## src/rtl/eic_pkg.sv

```systemverilog
package eic_pkg;
    typedef enum logic [1:0] {
        SENSE_LOW  = 2'b00,
        SENSE_ANY  = 2'b01,
        SENSE_FALL = 2'b10,
        SENSE_RISE = 2'b11
    } sense_e;

    localparam logic REG_MASK = 1'b0;
    localparam logic REG_FLAG = 1'b1;
endpackage

```

## src/rtl/eic_sync.sv

```systemverilog
module eic_sync #(
    parameter int N_CH   = 8,
    parameter int STAGES = 2,
    parameter logic RST_VAL = 1'b1
) (
    input  logic            clk,
    input  logic            rst_n,
    input  logic [N_CH-1:0] pin_i,
    output logic [N_CH-1:0] lvl_o
);
    logic [STAGES-1:0][N_CH-1:0] chain_d, chain_q;

    always_comb begin
        chain_d[0] = pin_i;
        for (int s = 1; s < STAGES; s++) begin
            chain_d[s] = chain_q[s-1];
        end
    end

    always_ff @(posedge clk or negedge rst_n) begin
        if (!rst_n) chain_q <= {STAGES{{N_CH{RST_VAL}}}};
        else        chain_q <= chain_d;
    end

    assign lvl_o = chain_q[STAGES-1];
endmodule

```

## src/rtl/eic_detect.sv

```systemverilog
module eic_detect
    import eic_pkg::*;
#(
    parameter int N_CH = 8,
    parameter logic RST_VAL = 1'b1
) (
    input  logic              clk,
    input  logic              rst_n,
    input  logic [N_CH-1:0]   lvl_i,
    input  logic [2*N_CH-1:0] sense_i,
    output logic [N_CH-1:0]   evt_o,
    output logic [N_CH-1:0]   low_req_o,
    output logic [N_CH-1:0]   is_level_o
);
    logic [N_CH-1:0] prev_d, prev_q;

    always_comb prev_d = lvl_i;

    always_ff @(posedge clk or negedge rst_n) begin
        if (!rst_n) prev_q <= {N_CH{RST_VAL}};
        else        prev_q <= prev_d;
    end

    for (genvar g = 0; g < N_CH; g++) begin : g_ch
        sense_e mode;
        assign mode = sense_e'(sense_i[2*g +: 2]);
        always_comb begin
            evt_o[g]      = 1'b0;
            low_req_o[g]  = 1'b0;
            is_level_o[g] = 1'b0;
            unique case (mode)
                SENSE_LOW: begin
                    is_level_o[g] = 1'b1;
                    low_req_o[g]  = ~lvl_i[g];
                end
                SENSE_ANY:  evt_o[g] = lvl_i[g] ^ prev_q[g];
                SENSE_FALL: evt_o[g] = prev_q[g] & ~lvl_i[g];
                SENSE_RISE: evt_o[g] = ~prev_q[g] & lvl_i[g];
                default:    evt_o[g] = 1'b0;
            endcase
        end
    end
endmodule

```

## src/rtl/eic_prio.sv

```systemverilog
module eic_prio #(
    parameter int N_CH = 8,
    localparam int IW = (N_CH > 1) ? $clog2(N_CH) : 1
) (
    input  logic            clk,
    input  logic            rst_n,
    input  logic [N_CH-1:0] pend_i,
    output logic            any_o,
    output logic [IW-1:0]   idx_o
);
    always_comb begin
        any_o = |pend_i;
        idx_o = '0;
        for (int i = N_CH - 1; i >= 0; i--) begin
            if (pend_i[i]) idx_o = IW'(i);
        end
    end

    // nothing below the reported index is pending
    a_r8_lowest_first: assert property (@(posedge clk) disable iff (!rst_n)
        any_o |-> (pend_i[idx_o] && ((pend_i & ((N_CH'(1) << idx_o) - N_CH'(1))) == '0)));
endmodule

```

## src/rtl/ext_irq_ctrl.sv

```systemverilog
module ext_irq_ctrl
    import eic_pkg::*;
#(
    parameter int N_CH        = 8,
    parameter int SYNC_STAGES = 2,
    localparam int IW = (N_CH > 1) ? $clog2(N_CH) : 1
) (
    input  logic              clk,
    input  logic              rst_n,
    input  logic [N_CH-1:0]   pin_i,
    input  logic [2*N_CH-1:0] sense_i,
    input  logic              gie_i,
    input  logic              reg_we_i,
    input  logic              reg_addr_i,
    input  logic [N_CH-1:0]   reg_wdata_i,
    output logic [N_CH-1:0]   reg_rdata_o,
    input  logic              ack_i,
    output logic              irq_o,
    output logic [IW-1:0]     vec_o
);
    typedef struct packed {
        logic [N_CH-1:0] mask;
        logic [N_CH-1:0] flag;
    } ctrl_s;

    ctrl_s ctrl_d, ctrl_q;

    logic [N_CH-1:0] lvl, evt, low_req, is_level, pend, clr;
    logic            any_pend;

    eic_sync #(.N_CH(N_CH), .STAGES(SYNC_STAGES), .RST_VAL(1'b1)) u_sync (
        .clk(clk), .rst_n(rst_n), .pin_i(pin_i), .lvl_o(lvl)
    );

    eic_detect #(.N_CH(N_CH), .RST_VAL(1'b1)) u_det (
        .clk(clk), .rst_n(rst_n), .lvl_i(lvl), .sense_i(sense_i),
        .evt_o(evt), .low_req_o(low_req), .is_level_o(is_level)
    );

    assign pend = (ctrl_q.flag | low_req) & ctrl_q.mask;

    eic_prio #(.N_CH(N_CH)) u_prio (
        .clk(clk), .rst_n(rst_n), .pend_i(pend), .any_o(any_pend), .idx_o(vec_o)
    );

    assign irq_o       = gie_i & any_pend;
    assign reg_rdata_o = (reg_addr_i == REG_FLAG) ? (ctrl_q.flag & ~is_level) : ctrl_q.mask;

    always_comb begin
        ctrl_d = ctrl_q;
        if (reg_we_i && reg_addr_i == REG_MASK) ctrl_d.mask = reg_wdata_i;
        for (int i = 0; i < N_CH; i++) begin
            clr[i] = (reg_we_i && reg_addr_i == REG_FLAG && reg_wdata_i[i])
                   || (ack_i && irq_o && vec_o == IW'(i));
            if (is_level[i])  ctrl_d.flag[i] = 1'b0;
            else if (evt[i])  ctrl_d.flag[i] = 1'b1;
            else if (clr[i])  ctrl_d.flag[i] = 1'b0;
        end
    end

    always_ff @(posedge clk or negedge rst_n) begin
        if (!rst_n) ctrl_q <= '0;
        else        ctrl_q <= ctrl_d;
    end

    // an edge event always lands in the flag register
    a_r3_event_sets: assert property (@(posedge clk) disable iff (!rst_n)
        (|evt) |=> ((ctrl_q.flag & $past(evt)) == $past(evt)));

    // written ones clear flags that saw no event
    a_r4_w1c: assert property (@(posedge clk) disable iff (!rst_n)
        (reg_we_i && reg_addr_i == REG_FLAG) |=>
        ((ctrl_q.flag & $past(reg_wdata_i & ~evt)) == '0));

    // acknowledge clears the reported channel
    a_r5_ack_clears: assert property (@(posedge clk) disable iff (!rst_n)
        (ack_i && irq_o && !evt[vec_o]) |=> !ctrl_q.flag[$past(vec_o)]);

    // level-mode channels hold no flag
    a_r6_level_zero: assert property (@(posedge clk) disable iff (!rst_n)
        (|is_level) |=> ((ctrl_q.flag & $past(is_level)) == '0));

    // request only with the global enable
    a_r7_gie_gate: assert property (@(posedge clk) disable iff (!rst_n)
        !gie_i |-> !irq_o);
endmodule

```

## config.mk

```make
export PLATFORM = sky130hd
export DESIGN_NAME = ext_irq_ctrl
export DESIGN_NICKNAME = d
export VERILOG_FILES = /design/src/rtl/eic_pkg.sv /design/src/rtl/eic_sync.sv /design/src/rtl/eic_detect.sv /design/src/rtl/eic_prio.sv /design/src/rtl/ext_irq_ctrl.sv
export SDC_FILE = /design/constraint.sdc
export NUM_CORES = 1
export LEC_CHECK = 0
export ABC_AREA = 1
export ABC_CLOCK_PERIOD_IN_PS = 2060
export BUFFER_PORTS_ARGS = -buffer_cell sky130_fd_sc_hd__buf_2
export CAP_MARGIN = 20
export CORE_MARGIN = 5
export CORE_UTILIZATION = 45
export CTS_CLUSTER_SIZE = 25
export DETAILED_ROUTE_END_ITERATION = 8
export GPL_ROUTABILITY_DRIVEN = 1
export PLACE_DENSITY = 0.66
export SYNTH_ARGS = -nofsm -noshare
export SYNTH_HDL_FRONTEND = slang
export SYNTH_SLANG_ARGS = --single-unit
```

## constraint.sdc

```tcl
create_clock -name clk -period 2.06 [get_ports clk]
set_input_delay 0.515 -clock clk [delete_from_list [all_inputs] [get_ports clk]]
set_output_delay 0.515 -clock clk [all_outputs]
set_load 0.005 [all_outputs]
```

==> results of run 1 <==
==> state kept, by name, summed over array words and instances, names as in the netlist <==
register and count:
u_det.prev_q 8, u_sync.chain_d 8, ctrl_q 16, u_sync.lvl_o 8
==> cell families after synthesis <==
logic type,after synthesis,share of synthesized area
AOI/OAI and AO/OA,45,0.131
adders and majority gates,16,0.0921
and+or+nand+nor,91,0.190
muxes,7,0.0363
buffers and inverters,44,0.0771
DFF,40,0.474
==> critical path: stages, from the launching register on <==
cell	delay (ps)
dfstp_2	540
inv_2	40
nand2_1	50
nand2_1	60
nand2_2	70
nand2_1	50
nand2_1	50
nand2_1	40
nand2_1	60
nand2_2	60
nand2_4	60
nand2_4	40
inv_2	40
buf_2	100
==> routing by layer <==
metal	track usage	part of all wire	vias to the layer above
met5	0	0	-
met4	0.0533	0.017	0
met3	0.0451	0.050	6
met2	0.283	0.51	31
met1	0.183	0.43	820
li1	-	-	938
==> repair_timing <==
action                                  CTS  global route
gates resized for setup                  11             4
endpoints found under the setup margin    4             4
pin swaps                                10             0
setup buffers                            12             2
==> metrics by stage <==
| stage | utilization | hold WS [ps] | setup WS, ps | setup TNS, ps |
|---|---|---|---|---|
| 2_1_floorplan | - | 219 | 335 | 0 |
| 3_3_place_gp | 0.537 | 346 | 64.2 | 0 |
| 3_5_place_dp | 0.537 | 347 | 62.1 | 0 |
| 4_1_cts | 0.587 | 284 | -23.6 | -47.7 |
| 5_1_grt | 0.593 | 292 | -151 | -356 |
| 6_report | 0.593 | 261 | -2.32 | -2.74 |
==> cells in the final DEF (no fill, tap or decap), types with 5 or more instances in the layout <==
| cell | Yosys | routed |
|---|---|---|
| nand2_1 | 51 | 46 |
| nand2_4 | 4 | 5 |
| dfstp_2 | 24 | 24 |
| dfrtp_1 | 16 | 16 |
| ha_1 | 16 | 16 |
| inv_1 | 40 | 33 |
| nand2_2 | 8 | 12 |
| mux2_2 | 7 | 7 |
| inv_2 | 2 | 9 |
| buf_2 | 0 | 48 |
| buf_4 | 0 | 19 |
| nand4_1 | 5 | 5 |
| nor2_1 | 17 | 17 |
| a21oi_1 | 10 | 10 |
| o32a_1 | 8 | 8 |
| clkbuf_8 | 0 | 7 |
| o21ai_0 | 24 | 24 |
==> final cells by class <==
type / count / area (um2) / area share
clock inverter: 1 / 30.0 / 0.0108
timing repair buffer: 68 / 394 / 0.142
inverter: 43 / 164 / 0.0589
multi-input combinational: 159 / 998 / 0.359
tap: 54 / 67.6 / 0.0243
clock buffer: 7 / 96.3 / 0.0346
sequential: 40 / 1030 / 0.371
==> worst min-delay path by stage <==
stage	start	endpoint	cells past startpoint
2_1_floorplan	rst_n	ctrl_q[0]	0
4_1_cts	rst_n	ctrl_q[5]	2
5_1_grt	pin_i[5]	u_sync.chain_d[13]	1
3_3_place_gp	u_sync.chain_d[15]	u_sync.lvl_o[7]	0
3_5_place_dp	u_sync.chain_d[15]	u_sync.lvl_o[7]	0
6_report	rst_n	ctrl_q[5]	2
==> power by group through the flow <==
stage | logic, mW | clock network (mW) | registers, mW
3_5_place_dp | 0.540 | 0 | 0.939
4_1_cts | 0.610 | 0.715 | 0.924
2_1_floorplan | 0.348 | 0 | 0.928
5_1_grt | 0.706 | 0.757 | 0.936
6_report | 0.624 | 0.687 | 0.924
3_3_place_gp | 0.532 | 0 | 0.936
==> summary.txt, run 1 <==
Route
  • # DRC: 0
  • Avg WL per Cell: about 12 um
  • Initial drt markers: 62
  • Final ANT Viol Nets: 0
  • Post-DR vias/cell: 4.83
  • DRT Wirelength: approximately 4.5 mm
  • Vias post-DR: 1795
  • DR pass1 iterations: 4

Synth
  • Synth area leaders: dfstp_2 (29%), dfrtp_1 (18%), ha_1 (9.2%)
  • Post-Syn Instances: about 240
  • Synthesized net count: between 200 and 300
  • Top cell type's share of synthesized area: 0.290
  • Mapped Area: between 2000 and 2500 um2
  • Ys async rst share: 1.00
  • Synth cell types: 22
  • Post-synth EDFFs: 0
  • Most numerous cell in the Yosys netlist: nand2_1
  • Yosys top cell by area: dfstp_2
  • Register area share after synthesis: 0.474
  • Post-synthesis register bit count: 40
  • Mapped Avg Cell Area: roughly 9 um2
  • Top_reg_cell synth: dfstp_2
  • Synth top cells by count: nand2_1 (51), inv_1 (40), dfstp_2 (24), o21ai_0 (24), nor2_1 (17)
  • Synth Warn #: 0

Power and ir drop
  • Cell Int Power: between 1.5 and 2 mW
  • Clock power frac: 0.307
  • Pwr dens: about 800 nW/um2
  • Switching part of the total: 0.286
  • Flop pwr share: 0.413
  • Logic gate share of total power: 0.279
  • P_sw: 0.638 mW
  • Leak Pwr: 1.48 nW
  • Peak supply drop: 0.519 mV
  • Pwr Total: about 2.2 mW

Timing
  • Worst Max-Slew Pin Slew: about 500 ps
  • Setup Viol. Count Final: 2
  • Fmax: just under 0.5 GHz
  • Max Slew Vio Count: 0
  • Period utilization: 1.00
  • Crit path time final: between 2000 and 2500 ps
  • Fin. Hold Viols: 0
  • Final setup margin: -2.32 ps
  • Final Skew: 4.99 ps
  • Max_slew headroom: 0.668
  • RSZ-0062 raised after global routing: yes

GRT
  • Vias in the first global route: between 1.5k and 2k
  • Wire length of the first global-routing pass: 7.86 mm
  • Initial antenna violation count: 0
  • Overflow after GRT: 0
  • Global Route Usage Sum: 0.160
  • Largest net degree at the start of global routing: about 40

Cells and area
  • Nets@finish: 371
  • Fin cells: approximately 370
  • FILL cells: 430
  • Post-Layout Inst Area: about 2800 um2
  • Area growth syn-to-layout: 27.9%
  • Layout cells sized above 1: 0.431
  • Antenna Cells: 0

Setup path
  • Arr. time, crit path: between 1500 and 2000 ps
  • Reg2reg end: ctrl_q[7]
  • Critical Path Fanout Max: 2
  • FF-to-FF Start: u_sync.lvl_o[6]
  • Worst Setup EP: vec_o[0]
  • WS Path Type: reg2out
  • CP Capture Type: output pin
  • Critical path launch point type: flop
  • Crit path from: u_sync.lvl_o[6]
  • Reg2reg path depth: 15
  • CP required: about 1500 ps
  • Register-to-Register Setup Slack: approximately 460 ps

Run status
  • Outcome: finished, violations left
  • Failing checks: negative setup slack

Clock tree
  • CTS max path bufs: 2
  • Clk sink count: 40
  • Clock root buffer: clkbuf_8
  • Clk_lat worst skew: between 200 and 300 ps
  • CTS Hold Bufs: 0
  • H-tree levels: 2
  • CTS tree: built
  • Clk slew on worst S/H paths: approximately 80 ps
  • Total CTS buffers: 5

Placed design
  • Placed cell count: 350
  • Port bufs: 49
  • Placed cell areas: 2520 um2
  • Post-DP HPWL: 3.40 mm
  • Placer Congestion: between 0.7 and 0.8

Floorplan
  • Die area: 6320 um2
  • IO Pins: 50
  • Std cell rows: 25
  • Die X: approximately 80 um
  • Die height: roughly 80 um
  • Core outline area: ~4700 um2
  • Initial core utilization: 0.463

Job
  • Max-Cap Viols: 0

Hold path
  • HP Class: in2async
Power figures use the tool's default switching activity.
==> inputs of run 2 (changes only) <==
--- a/config.mk
+++ b/config.mk
@@ -11,9 +11,9 @@
 export CAP_MARGIN = 20
 export CORE_MARGIN = 5
 export CORE_UTILIZATION = 45
-export CTS_CLUSTER_SIZE = 25
 export DETAILED_ROUTE_END_ITERATION = 8
 export GPL_ROUTABILITY_DRIVEN = 1
+export MAX_ROUTING_LAYER = met4
 export PLACE_DENSITY = 0.66
 export SYNTH_ARGS = -nofsm -noshare
 export SYNTH_HDL_FRONTEND = slang
==> constraint.sdc (replaced) <==
create_clock -name clk -period 2.06 [get_ports clk]
set_input_delay 0.515 -clock clk [delete_from_list [all_inputs] [get_ports clk]]
set_output_delay 0.515 -clock clk [all_outputs]
set_load 0.05 [all_outputs]
==> run 2 against run 1 <==
  * The run still ends with negative setup slack left
  * Count of clock-buffer cells in the layout shrank 1
  * Via count up 4.2%
  * First-iteration DRC count increased by 8.1%
  * Final cell count grew 5.1%
  * Global-route usage increased by 0.90 points
  * Sequential share of layout area fell by 2.0 points
  * Hold slack worse by 18 ps
  * Clock skew is 2.1 ps higher
  * Sequential cell count stayed put
  * Clock power shrank 25%
  * Register-to-register slack worse by 120 ps
  * Largest power group unchanged
  * Highest routed layer unchanged
==> summary.txt, run 2 (synthesis results as in run 1) <==
Run status
  • Outcome: finished, violations left
  • Failing checks: negative setup slack

Cells and area
  • Top reg by flops: ctrl_q
  • Layout cells sized above 1: 0.472 (+0.0410)
  • Nets@finish: 390 (+5.1%)
  • Area growth syn-to-layout: 35.3%
  • Commonest non-fill, non-tap cell in the layout: buf_2
  • Fin cells: 391 (+5.1%)
  • Max FFs per register: 16 (unchanged)
  • Antenna Cells: 0 (unchanged)
  • Commonest cells after routing, fill and taps aside: buf_2 (45), nand2_1 (42), buf_4 (37)

GRT
  • Wire length of the first global-routing pass: 7.97 mm (+1.4%)
  • Initial antenna violation count: 0 (unchanged)
  • Overflow after GRT: 0 (unchanged)
  • Vias in the first global route: 1853 (+2.5%)
  • Global Route Usage Sum: 0.169 (+0.00900)
  • Largest net degree at the start of global routing: 31 (-24%)

Setup path
  • CP required: 1540 ps (about the same)
  • Slowest cell on crit path: dfstp_2
  • WS Path Type: reg2out
  • Arr. time, crit path: 1650 ps (+100 ps)
  • Worst path max stage delay: 540 ps (about the same)
  • Most used cell, CP: nand2_2
  • Crit path cell chain: inv_2, nand2_2, nand2_2, nand2_2, nand2_2, buf_6, o21bai_4, nand2_4, inv_4, buf_8
  • Critical path launch point type: flop
  • CP Capture Type: output pin
  • Register-to-Register Setup Slack: 340 ps (-120 ps)
  • Critical Path Fanout Max: 2 (unchanged)

Clock tree
  • Clk sink count: 40 (unchanged)
  • Total CTS buffers: 5 (unchanged)
  • CTS max path bufs: 2 (unchanged)
  • Clock root buffer: clkbuf_8
  • Clk slew on worst S/H paths: 80 ps (about the same)
  • Clk_lat worst skew: 300 ps (about the same)
  • H-tree levels: 2 (unchanged)
  • CTS tree: built

Floorplan
  • IO Pins: 50 (unchanged)
  • Core outline area: 4690 um2 (unchanged)
  • Std cell rows: 25 (unchanged)
  • Initial core utilization: 0.463 (unchanged)
  • Die area: 6320 um2 (unchanged)
  • Die height: 79.5 um (unchanged)
  • Die X: 79.5 um (unchanged)

Timing
  • Max Slew Vio Count: 0 (unchanged)
  • Hold slack: 243 ps (-17.7 ps)
  • Final Skew: 7.13 ps (+2.13 ps)
  • Setup Viol. Count Final: 4 (+2)
  • RSZ-0062 raised after global routing: yes
  • Crit path time final: 2160 ps (+101 ps)
  • Worst Max-Slew Pin Slew: 673 ps (+174 ps)
  • Fmax: 0.462 GHz (-4.7%)
  • Period utilization: 1.05 (+0.0492)
  • Final setup margin: -104 ps (-101 ps)
  • Max_slew headroom: 0.552 (-0.116)
  • Fin. Hold Viols: 0 (unchanged)

Route
  • DR pass1 iterations: 4 (unchanged)
  • # DRC: 0 (unchanged)
  • Initial drt markers: 67 (+8.1%)
  • DRT Wirelength: 4.82 mm (+7.8%)
  • Post-DR vias/cell: 4.79 (-0.83%)
  • Final ANT Viol Nets: 0 (unchanged)
  • Avg WL per Cell: 12.3 um (+2.6%)
  • Vias post-DR: 1871 (+4.2%)

Power and ir drop
  • Pwr dens: 799 nW/um2 (-0.58%)
  • Peak supply drop: 0.376 mV (-28%)
  • Leak Pwr: 1.57 nW (+5.6%)

Placed design
  • Placer Congestion: 0.790 (+4.7%)
  • Port bufs: 49 (unchanged)
  • Post-DP HPWL: 3.57 mm (+5.1%)
  • Placed cell count: 371 (+6.0%)

Hold path
  • HP Class: in2async

Job
  • Max-Cap Viols: 0 (unchanged)
[run 2: changes by cell type in the layout (fill, tap and decap cells not counted), moves of 2 or more]
cell	previous run	this run
buf_6	1	3
buf_2	48	45
nand2_1	46	42
clkbuf_8	7	5
buf_8	0	2
buf_4	19	37
nand2_2	12	15
[run 2: layout make-up]
class | instances | area, um2
clock buffers | 6 | 72.6
clock inverters | 2 | 12.5
fillers | 422 | 1750
inverters | 43 | 164
multi-input cells | 159 | 1030
flip-flops and latches | 40 | 1030
well taps | 54 | 67.6
repair buffers | 87 | 567
[run 2: per-layer routing]
layer  wire length [um]  track usage  vias to the layer above
met1               2060        0.193                      852
met3                296       0.0440                        8
met4                 82       0.0790                        0
met5                  0            -                        -
met2               2380        0.275                       43
li1                   -            -                      968
[run 2: final timing paths]
check                              startpoint                  to  cells after the start
setup / recovery              u_sync.lvl_o[4]            vec_o[1]                     10
min in group clk                     pin_i[5]  u_sync.chain_d[13]                      1
hold reg to reg            u_sync.chain_d[15]     u_sync.lvl_o[7]                      0
hold / removal                          rst_n           ctrl_q[5]                      1
max in group asynchronous               rst_n     u_sync.lvl_o[3]                      2
setup reg to reg              u_sync.lvl_o[6]           ctrl_q[7]                     16
[run 2: repair_timing]
item,CTS,global route
resized for setup,24,6
setup endpoints to repair,4,4
setup buffers,11,1
hold buffers,0,0
pin swaps,9,8
gates cloned,0,0
[run 2: power breakdown]
part	internal [mW]	switching (mW)	total, mW
Sequential	0.880	0.0453	0.925
Combinational	0.378	0.536	0.915
Clock	0.237	0.275	0.512
Total	1.49	0.857	2.35
[run 2: critical path, delay by kind of cell, from the launching register on]
kind | cells | cell delay [ps]
compound gates | 1 | 150
flops | 1 | 540
buf+inv | 4 | 360
simple gates | 5 | 320
[run 2: per-stage QoR]
step / total power, mW / cell area, um2 / TNS, ps / utilization / setup slack, ps
after floorplan: 1.45 / 2190 / -1840 / - / -355
after global placement: 1.71 / 2690 / -305 / 0.573 / -201
after detailed placement: 1.72 / 2690 / -312 / 0.573 / -185
after CTS: 2.34 / 2920 / -324 / 0.622 / -124
after global routing: 2.49 / 2940 / -681 / 0.627 / -200
final: 2.35 / 2940 / -295 / 0.627 / -104
==> inputs of run 3 (changes only) <==
--- a/config.mk
+++ b/config.mk
@@ -6,15 +6,16 @@
 export NUM_CORES = 1
 export LEC_CHECK = 0
 export ABC_AREA = 1
-export ABC_CLOCK_PERIOD_IN_PS = 2060
+export ABC_CLOCK_PERIOD_IN_PS = 2270
 export BUFFER_PORTS_ARGS = -buffer_cell sky130_fd_sc_hd__buf_2
 export CAP_MARGIN = 20
 export CORE_MARGIN = 5
-export CORE_UTILIZATION = 45
+export CORE_UTILIZATION = 28
 export DETAILED_ROUTE_END_ITERATION = 8
 export GPL_ROUTABILITY_DRIVEN = 1
 export MAX_ROUTING_LAYER = met4
-export PLACE_DENSITY = 0.66
+export PLACE_DENSITY = 0.44
+export SLEW_MARGIN = 25
 export SYNTH_ARGS = -nofsm -noshare
 export SYNTH_HDL_FRONTEND = slang
 export SYNTH_SLANG_ARGS = --single-unit
==> constraint.sdc (replaced) <==
create_clock -name clk -period 2.27 [get_ports clk]
set_input_delay 0.5675 -clock clk [delete_from_list [all_inputs] [get_ports clk]]
set_output_delay 0.5675 -clock clk [all_outputs]
set_load 0.05 [all_outputs]
==> run 3 against run 2 <==
  * The flow now finishes without violations
  * Clock power rose by 2%
  * Sequential cell count did not move
  * Power fell by 10%
  * Hold slack got worse by 13 ps
  * Die area rose by 52%
  * Wire length rose by 2.5%
  * Combinational power fell by 18%
  * Global-route usage fell by 5.7 points
  * First-iteration DRC count fell by 60%
  * Final cell count rose by 6.4%
  * Critical path type unchanged
==> summary.txt, run 3 (synthesis results as in run 1) <==
Timing
  • Final Skew: 4.89 ps (-2.23 ps)
  • Crit path time final: roughly 2200 ps
  • RSZ-0062 raised after global routing: yes
  • Setup TNS: 0 ps (+295 ps)
  • Setup Viol. Count Final: 0 (-4)
  • Fmax: ~0.46 GHz
  • Fin. Hold Viols: 0 (unchanged)
  • Worst Max-Slew Pin Slew: 425 ps (-247 ps)
  • Max Slew Vio Count: 0 (unchanged)
  • Period utilization: 0.962
  • Max_slew headroom: 0.716 (+0.164)

GRT
  • Overflow after GRT: 0 (unchanged)
  • Initial antenna violation count: 0 (unchanged)
  • Global Route Usage Sum: 0.111 (-0.0574)
  • Wire length of the first global-routing pass: 8.41 mm (+5.5%)
  • Largest net degree at the start of global routing: 41 (+32%)
  • Vias in the first global route: 1809 (-2.4%)

Power and ir drop
  • Clock power frac: 0.248 (+0.030)
  • Pwr dens: 743 nW/um2 (-7.0%)
  • P_sw: 0.748 mW (-13%)
  • Switching part of the total: 0.355 (-0.00969)
  • Cell Int Power: 1.36 mW (-8.9%)
  • Leak Pwr: 1.47 nW (-6.3%)
  • Logic gate share of total power: 0.354 (-0.035)
  • Flop pwr share: 0.398 (+0.004)
  • Peak supply drop: 0.323 mV (-14%)

Cells and area
  • Post-Layout Inst Area: 2840 um2 (-3.5%)
  • Commonest non-fill, non-tap cell in the layout: buf_2
  • Nets@finish: 367 (-5.9%)
  • Antenna Cells: 0 (unchanged)
  • Area growth syn-to-layout: 30.6%
  • Commonest cells after routing, fill and taps aside: buf_2 (45), nand2_1 (43), inv_1 (34)
  • Top reg by flops: ctrl_q
  • FILL cells: 796 (+89%)
  • Layout cells sized above 1: 0.430 (-0.0419)
  • Max FFs per register: 16 (unchanged)

Setup path
  • Most used cell, CP: nand2_1
  • Worst path top cell family by delay: simple AND/OR/NAND/NOR gates
  • Critical path launch point type: flop
  • CP required: 1700 ps (+160 ps)
  • WS Path Type: reg2out
  • Slowest cell on crit path: dfstp_2
  • CP bufs+invs: 3 (-1)
  • Worst path max stage delay: 540 ps (about the same)
  • Critical Path Fanout Max: 2 (unchanged)
  • Crit path cell chain: inv_2, nand2_1, nand2_1, nand2_2, nand2_1, nand2_1, nand2_1, nand2_1, nand2_2, nand2_4, nand2_4, inv_4, buf_8
  • Arr. time, crit path: 1620 ps (-30 ps)
  • CP Capture Type: output pin
  • Register-to-Register Setup Slack: 650 ps (+310 ps)

Clock tree
  • Clk slew on worst S/H paths: 80 ps (about the same)
  • Total CTS buffers: 5 (unchanged)
  • CTS tree: built
  • H-tree levels: 2 (unchanged)
  • Clk_lat worst skew: 290 ps (about the same)
  • Clk sink count: 40 (unchanged)
  • Clock root buffer: clkbuf_8
  • CTS max path bufs: 2 (unchanged)

Route
  • DR pass1 iterations: 4 (unchanged)
  • Vias post-DR: 1805 (-3.5%)
  • Post-DR vias/cell: 4.34 (-9.3%)
  • # DRC: 0 (unchanged)
  • Final ANT Viol Nets: 0 (unchanged)
  • DRT Wirelength: 4.94 mm (+2.5%)
  • Initial drt markers: 27 (-60%)
  • Avg WL per Cell: 11.9 um (-3.7%)

Placed design
  • Port bufs: 49 (unchanged)
  • Post-DP HPWL: 3.75 mm (+5.1%)
  • Placer Congestion: 0.783 (-0.84%)
  • Placed cell areas: 2640 um2 (-2.0%)

Floorplan
  • Core outline area: 7650 um2 (+63%)
  • Die X: 98.1 um (+23%)
  • Std cell rows: 32 (+28%)
  • Die area: 9630 um2 (+52%)
  • Initial core utilization: 0.284 (-0.179)
  • IO Pins: 50 (unchanged)
  • Die height: 98.1 um (+23%)

Hold path
  • HP Class: in2async

Job
  • Max-Cap Viols: 0 (unchanged)

Run status
  • Outcome: finished, final reports clean
## run 3: worst reg2reg max path, cell delays in order, from the launching register on
cell and delay (ps):
dfstp_2 540, inv_1 50, nand2_1 60, nand2_1 60
nand2_2 90, nand2_4 70, o21bai_4 150, nand2_4 70
inv_4 60, buf_4 120, nand4_1 120, nand2_1 80
nand2_1 40
## run 3: worst paths after layout
check	start	endpoint	depth (start not counted)
setup / recovery	u_sync.lvl_o[6]	vec_o[0]	13
hold / removal	rst_n	ctrl_q[5]	2
setup reg to reg	u_sync.lvl_o[4]	ctrl_q[7]	12
hold reg to reg	u_sync.chain_d[10]	u_sync.lvl_o[2]	0
max in group asynchronous	rst_n	u_sync.chain_d[8]	2
min in group clk	u_sync.chain_d[10]	u_sync.lvl_o[2]	0
## run 3: through the flow
step	util	std cells	setup WS (ps)	hold WS [ps]	total power, mW
6_report	0.371	416	85.3	230	2.11
5_1_grt	0.371	416	-31.6	243	2.25
4_1_cts	0.361	412	8.85	231	2.11
3_5_place_dp	0.345	403	-4.19	347	1.53
3_3_place_gp	0.345	403	-21.6	346	1.53
2_1_floorplan	-	243	-250	272	1.31
## run 3: routing by layer
metal / track usage / vias up / share of wire
met1: 0.140 / 843 / 0.48
li1: - / 922 / -
met5: - / - / 0
met2: 0.175 / 34 / 0.46
met4: 0.0383 / 0 / 0.014
met3: 0.0271 / 6 / 0.046
## run 3: layout make-up
cell class / instances / area [um2] / share of cell area
sequential: 40 / 1030 / 0.363
multi-input combinational: 159 / 1010 / 0.357
timing repair buffer: 64 / 399 / 0.141
inverter: 43 / 166 / 0.0586
tap: 102 / 128 / 0.0450
clock buffer: 8 / 100 / 0.0353
## run 3: power groups by stage
stage	clock [mW]	sequential [mW]	combinational [mW]
CTS	0.560	0.840	0.706
floorplan	0	0.842	0.463
global placement	0	0.851	0.675
detailed placement	0	0.853	0.678
global route	0.578	0.850	0.825
finish	0.523	0.841	0.747
## run 3: repair_timing
action / CTS / global route
endpoints found under the setup margin: 4 / 4
resized for setup: 8 / 19
setup buffers: 1 / 4
pin swaps: 0 / 7
hold buffers: 0 / 0
